<file path="src/rtl/bbsram_guard_pkg.sv">
package bbsram_guard_pkg;

  // A write attempt: selected with write enable high.
  function automatic logic is_write(input logic cs, input logic we);
    return cs & we;
  endfunction

  // A read: selected with write enable low.
  function automatic logic is_read(input logic cs, input logic we);
    return cs & ~we;
  endfunction

  // Pad drive enable for the host bus.
  function automatic logic drives_pad(input logic ok, input logic cs,
                                      input logic we, input logic oe);
    return ok & cs & oe & ~we;
  endfunction

  // Next value of the lockout flag.
  function automatic logic next_lock(input logic cur, input logic rise,
                                     input logic batt_low, input logic wr);
    if (rise)     return batt_low;
    else if (wr)  return 1'b0;
    else          return cur;
  endfunction

endpackage

</file>
<file path="src/rtl/bbsram_pwr_sync.sv">
module bbsram_pwr_sync #(
  parameter int STAGES = 2
) (
  input  logic clk,
  input  logic rst_n,
  input  logic pwr_good_i,
  output logic pwr_ok_o,
  output logic pwr_rise_o
);
  logic [STAGES-1:0] sync_q;
  logic              ok_q;

  generate
    if (STAGES == 1) begin : g_one
      always_ff @(posedge clk or negedge rst_n) begin
        if (!rst_n) sync_q <= '0;
        else        sync_q <= pwr_good_i;
      end
    end else begin : g_chain
      always_ff @(posedge clk or negedge rst_n) begin
        if (!rst_n) sync_q <= '0;
        else        sync_q <= {sync_q[STAGES-2:0], pwr_good_i};
      end
    end
  endgenerate

  always_ff @(posedge clk or negedge rst_n) begin
    if (!rst_n) ok_q <= 1'b0;
    else        ok_q <= sync_q[STAGES-1];
  end

  assign pwr_ok_o   = ok_q;
  assign pwr_rise_o = sync_q[STAGES-1] & ~ok_q;
endmodule

</file>
<file path="src/rtl/bbsram_batt_lock.sv">
module bbsram_batt_lock
  import bbsram_guard_pkg::*;
(
  input  logic clk,
  input  logic rst_n,
  input  logic pwr_rise_i,
  input  logic batt_low_i,
  input  logic wr_attempt_i,
  output logic lock_o,
  output logic wr_allow_o
);
  logic lock_q;

  always_ff @(posedge clk or negedge rst_n) begin
    if (!rst_n) lock_q <= 1'b0;
    else        lock_q <= next_lock(lock_q, pwr_rise_i, batt_low_i, wr_attempt_i);
  end

  assign lock_o     = lock_q;
  assign wr_allow_o = wr_attempt_i & ~lock_q;
endmodule

</file>
<file path="src/rtl/bbsram_ram_array.sv">
module bbsram_ram_array #(
  parameter int ADDR_W = 8,
  parameter int DATA_W = 8
) (
  input  logic              clk,
  input  logic              rst_n,
  input  logic              we_i,
  input  logic              re_i,
  input  logic [ADDR_W-1:0] addr_i,
  input  logic [DATA_W-1:0] wdata_i,
  output logic [DATA_W-1:0] rdata_o
);
  localparam int DEPTH = 1 << ADDR_W;

  logic [DATA_W-1:0] mem [DEPTH];
  logic [DATA_W-1:0] rd_q;

  always_ff @(posedge clk) begin
    if (we_i) mem[addr_i] <= wdata_i;
  end

  always_ff @(posedge clk or negedge rst_n) begin
    if (!rst_n)    rd_q <= '0;
    else if (re_i) rd_q <= mem[addr_i];
  end

  assign rdata_o = rd_q;
endmodule

</file>
<file path="src/rtl/bbsram_guard.sv">
module bbsram_guard
  import bbsram_guard_pkg::*;
#(
  parameter int ADDR_W      = 8,
  parameter int DATA_W      = 8,
  parameter int SYNC_STAGES = 2
) (
  input  logic              clk,
  input  logic              rst_n,
  input  logic              pwr_good_i,
  input  logic              batt_low_i,
  input  logic              cs_i,
  input  logic              we_i,
  input  logic              oe_i,
  input  logic [ADDR_W-1:0] addr_i,
  input  logic [DATA_W-1:0] data_i,
  output logic [DATA_W-1:0] data_o,
  output logic              data_oe_o,
  output logic              batt_flag_o
);
  // Named internal events, also used by the bound checker.
  logic pwr_ok;
  logic pwr_rise;
  logic wr_attempt;
  logic rd_access;
  logic mem_we;
  logic [DATA_W-1:0] rd_data;

  bbsram_pwr_sync #(.STAGES(SYNC_STAGES)) u_sync (
    .clk        (clk),
    .rst_n      (rst_n),
    .pwr_good_i (pwr_good_i),
    .pwr_ok_o   (pwr_ok),
    .pwr_rise_o (pwr_rise)
  );

  // With power out, all host inputs are masked here.
  assign wr_attempt = pwr_ok & is_write(cs_i, we_i);
  assign rd_access  = pwr_ok & is_read(cs_i, we_i);

  bbsram_batt_lock u_lock (
    .clk          (clk),
    .rst_n        (rst_n),
    .pwr_rise_i   (pwr_rise),
    .batt_low_i   (batt_low_i),
    .wr_attempt_i (wr_attempt),
    .lock_o       (batt_flag_o),
    .wr_allow_o   (mem_we)
  );

  bbsram_ram_array #(.ADDR_W(ADDR_W), .DATA_W(DATA_W)) u_ram (
    .clk     (clk),
    .rst_n   (rst_n),
    .we_i    (mem_we),
    .re_i    (rd_access),
    .addr_i  (addr_i),
    .wdata_i (data_i),
    .rdata_o (rd_data)
  );

  assign data_oe_o = drives_pad(pwr_ok, cs_i, we_i, oe_i);
  assign data_o    = data_oe_o ? rd_data : '0;
endmodule

</file>
<file path="config.mk">
export PLATFORM = sky130hd
export DESIGN_NAME = bbsram_guard
export DESIGN_NICKNAME = d
export VERILOG_FILES = /design/src/rtl/bbsram_guard_pkg.sv /design/src/rtl/bbsram_pwr_sync.sv /design/src/rtl/bbsram_batt_lock.sv /design/src/rtl/bbsram_ram_array.sv /design/src/rtl/bbsram_guard.sv
export SDC_FILE = /design/constraint.sdc
export NUM_CORES = 2
export LEC_CHECK = 0
export BUFFER_PORTS_ARGS = -buffer_cell sky130_fd_sc_hd__buf_2
export CAP_MARGIN = 20
export CORE_MARGIN = 2
export CORE_UTILIZATION = 55
export CTS_CLUSTER_SIZE = 30
export DETAILED_ROUTE_END_ITERATION = 7
export GPL_TIMING_DRIVEN = 1
export PLACE_DENSITY = 0.79
export SKIP_CTS_REPAIR_TIMING = 1
export SLEW_MARGIN = 20
export SYNTH_ARGS = -nofsm -noshare
export SYNTH_HDL_FRONTEND = slang
export SYNTH_SLANG_ARGS = --single-unit
</file>
<file path="constraint.sdc">
create_clock -name clk -period 2.7 [get_ports clk]
set_input_delay 0.27 -clock clk [delete_from_list [all_inputs] [get_ports clk]]
set_output_delay 0.27 -clock clk [all_outputs]
set_load 0.01 [all_outputs]
</file>
==> results.yml <==
run_status:
  status: "finished with violations"
  violations: "negative hold slack"
sta:
  final_min_period_over_clock_period: 0.983
  max_freq_mhz: 377
  grt_setup_unrepaired: "false"
  hold_violations: 10
  setup_violations: 0
  hold_ws_ns: -0.00272
  skew_ns: 0.0467
  period_needed_ns: 2.65
  maxSlewHeadroom: 0.302
  worstMarginPinSlew_ns: 1.04
  slew_violations: 0
  setup_ws_ns: 0.0456
logic_synthesis:
  synth_compound_area_frac: 0.0220
  syn-instance-count: 3837
  synthAdderAreaFrac: 0
  synthesis.area_um2: 80300
  yosysSeqAreaShare: 0.770
  syn-num-nets: 3860
  yosys.area_share.simple: 0.0339
  synth_ff_type: "edfxtp_1"
  synth_top_family_by_area: "multiplexers"
  synth_cell_type_count: 68
  async_reset_ff_frac: 0.00583
  yosys_warnings: 0
  synthMuxAreaShare: 0.158
  ys_ff_latch: 2060
  synth-xor-area-share: 0
  synth_edf_count: 2048
  syn_area_per_cell_um2: 20.9
job:
  max_cap_viol_count: 0
layout:
  final_net_count: 4473
  layout_common_cells: "edfxtp_1 (2048), buf_4 (531), mux4_2 (490)"
  final_common_cell: "edfxtp_1"
  fillers: 8755
  drive_above_1_share: 0.313
  synthToLayoutAreaGrowth_pct: 16.5
hold_path:
  min-delay-path-class: "in2reg"
  hold_depth: 1
  min_from: "data_i[1]"
  worstHoldEndpoint: "u_ram.mem[255][1]$_DFFE_PP_"
floorplan:
  io_pins: 33
  rows: 140
  die_w_um: 386
  die_area_um2: 149000
  die_y_um: 386
  core_um2: 145000
  start_util: 0.553
setup_path:
  worstPathRequired_ns: 3.15
  crit_fanout: 11
  r2r_cells: 7
  worstSetupStartpointType: "flop"
  reg2reg_slack_ns: 0.05
  arrival_ns: 3.10
  reg2reg_to: "u_ram.mem[196][5]$_DFFE_PP_"
  timing.rr.start: "u_lock.lock_o$_DFFE_PN0P_"
  path_class: "reg2reg"
  endpoint_kind: "flop"
drt:
  drtIter0Drc: 7768
  routed_wl_mm: 220
  route.detailed.wl_per_inst_um: 33.7
  drc: 0
  vias_per_cell: 6.82
  ant_nets: 0
  dr.pass1.iters: 8
  vias: 44517
clock_tree:
  cts_made_buffers: 188
  cts.clk_slew.worst_paths_ns: 0.06
  clk_latency_ns: 0.84
  clockRootBuffer: "clkbuf_16"
  htree_levels: 4
  cts_tree: "done"
  clockBufferDepth: 3
  cts.sinks: 2060
power_and_ir_drop:
  p_seq_frac: 0.541
  p_int_mw: 51.2
  ir_worst_vdd_v: 0.000731
  p_per_area_nw_per_um2: 696
  power.switching_mw: 13.9
  pwr-share-comb: 0.058
  pwr-share-clk: 0.401
  leakage_nw: 30.4
  switching_share: 0.214
  power.total_mw: 65.1
global_routing:
  grt_pass1_wl_mm: 313
  track_usage: 0.297
  grt_max_degree: 117
  grt_pass1_vias: 44202
  grt_overflow_total: 0
  antenna_found_initial: 11
place:
  dp_hpwl_mm: 136
  port_buffers: 32
  dp_slack_ns: -0.372
  gp_congestion: 0.931
==> power groups by stage <==
| stage | combinational, mW | sequential, mW | clock (mW) |
|---|---|---|---|
| 2_1_floorplan | 1.71 | 35.9 | 0 |
| 3_3_place_gp | 3.52 | 35.9 | 0 |
| 3_5_place_dp | 3.60 | 35.9 | 0 |
| 4_1_cts | 3.65 | 35.2 | 26.3 |
| 5_1_grt | 3.85 | 35.2 | 27.4 |
| 6_report | 3.75 | 35.2 | 26.1 |
==> cell usage after synthesis (12+ instances only) <==
| cell | number | area, µm² |
|---|---|---|
| buf_6 | 22 | 248 |
| buf_2 | 53 | 265 |
| mux2i_1 | 143 | 1430 |
| clkbuf_1 | 102 | 383 |
| nor2_1 | 300 | 1130 |
| nand3_1 | 50 | 250 |
| edfxtp_1 | 2048 | 61500 |
| mux2_2 | 17 | 191 |
| nand2_1 | 204 | 766 |
| nor3_1 | 16 | 80.1 |
| mux4_2 | 490 | 11000 |
| buf_1 | 14 | 52.6 |
| a31oi_1 | 16 | 100 |
| o21ai_0 | 17 | 85.1 |
| nor2b_1 | 15 | 93.8 |
| a32oi_1 | 35 | 307 |
| buf_4 | 37 | 278 |
| and3_1 | 14 | 87.6 |
| a22oi_1 | 50 | 375 |
| a21oi_1 | 33 | 165 |
| o22ai_1 | 27 | 169 |
| dfrtp_1 | 12 | 300 |
==> how the worst max path moves through the flow <==
stage	start	endpoint	slack [ns]	depth (start not counted)
floorplan	addr_i[0]	u_ram.mem[223][0]$_DFFE_PP_	-0.09	11
detailed placement	addr_i[0]	u_ram.rdata_o[5]$_DFFE_PN0P_	-0.37	10
global placement	addr_i[0]	u_ram.rdata_o[5]$_DFFE_PN0P_	-0.32	10
global route	u_lock.lock_o$_DFFE_PN0P_	u_ram.mem[196][0]$_DFFE_PP_	0.003	7
CTS	u_sync.pwr_ok_o$_DFF_PN0_	data_o[2]	0.0005	5
finish	u_lock.lock_o$_DFFE_PN0P_	u_ram.mem[196][5]$_DFFE_PP_	0.05	7
==> through the flow <==
stage	utilization	TNS, ns	cells	area (µm²)
6_report	0.644	0	6529	93500
5_1_grt	0.644	0	6527	93500
4_1_cts	0.643	0	6519	93400
3_5_place_dp	0.602	-4.97	6169	87400
3_3_place_gp	0.602	-2.74	6169	87400
2_1_floorplan	-	-83.17	3837	80300
==> flip-flops by register name, indices dropped and copies added, names as in the netlist <==
register and flops:
u_ram.rdata_o 8, u_lock.lock_o 1, u_sync.pwr_ok_o 1, u_sync.sync_q 2, u_ram.mem 2048
==> worst max-delay path, cell delays in order, from the launching register on <==
cell      delay (ns)
dfrtp_1         0.41
nand4b_1        0.25
buf_4           0.21
nor3_1          0.15
buf_4           0.16
nand2_1         0.15
buf_12          0.22
nor2_1          0.71
==> final cells by class <==
| cell class | instances | area, µm² | area share |
|---|---|---|---|
| flip-flops and latches | 2060 | 61800 | 0.661 |
| multi-input cells | 1540 | 17200 | 0.184 |
| repair buffers | 656 | 6030 | 0.0645 |
| clock buffers | 228 | 4930 | 0.0527 |
| well taps | 1917 | 2400 | 0.0257 |
| clock inverters | 122 | 1060 | 0.0114 |
| inverters | 4 | 22.5 | 0.000241 |
| diodes | 2 | 5.00 | 0.0000535 |
==> layer usage <==
metal	vias to the layer above	share of wire	global-route usage
li1	17123	-	-
met1	22678	0.34	0.392
met2	3963	0.47	0.458
met3	745	0.14	0.0859
met4	8	0.055	0.141
met5	-	0.00016	0
==> cells by family (layout without fill, tap and decap cells) <==
logic type,Yosys count,after routing
other cells,0,2
simple gates,644,644
buf+inv,237,1010
mux,651,651
compound gates,245,245
flops,2060,2060
No activity file was read; power rests on OpenSTA's default activity.
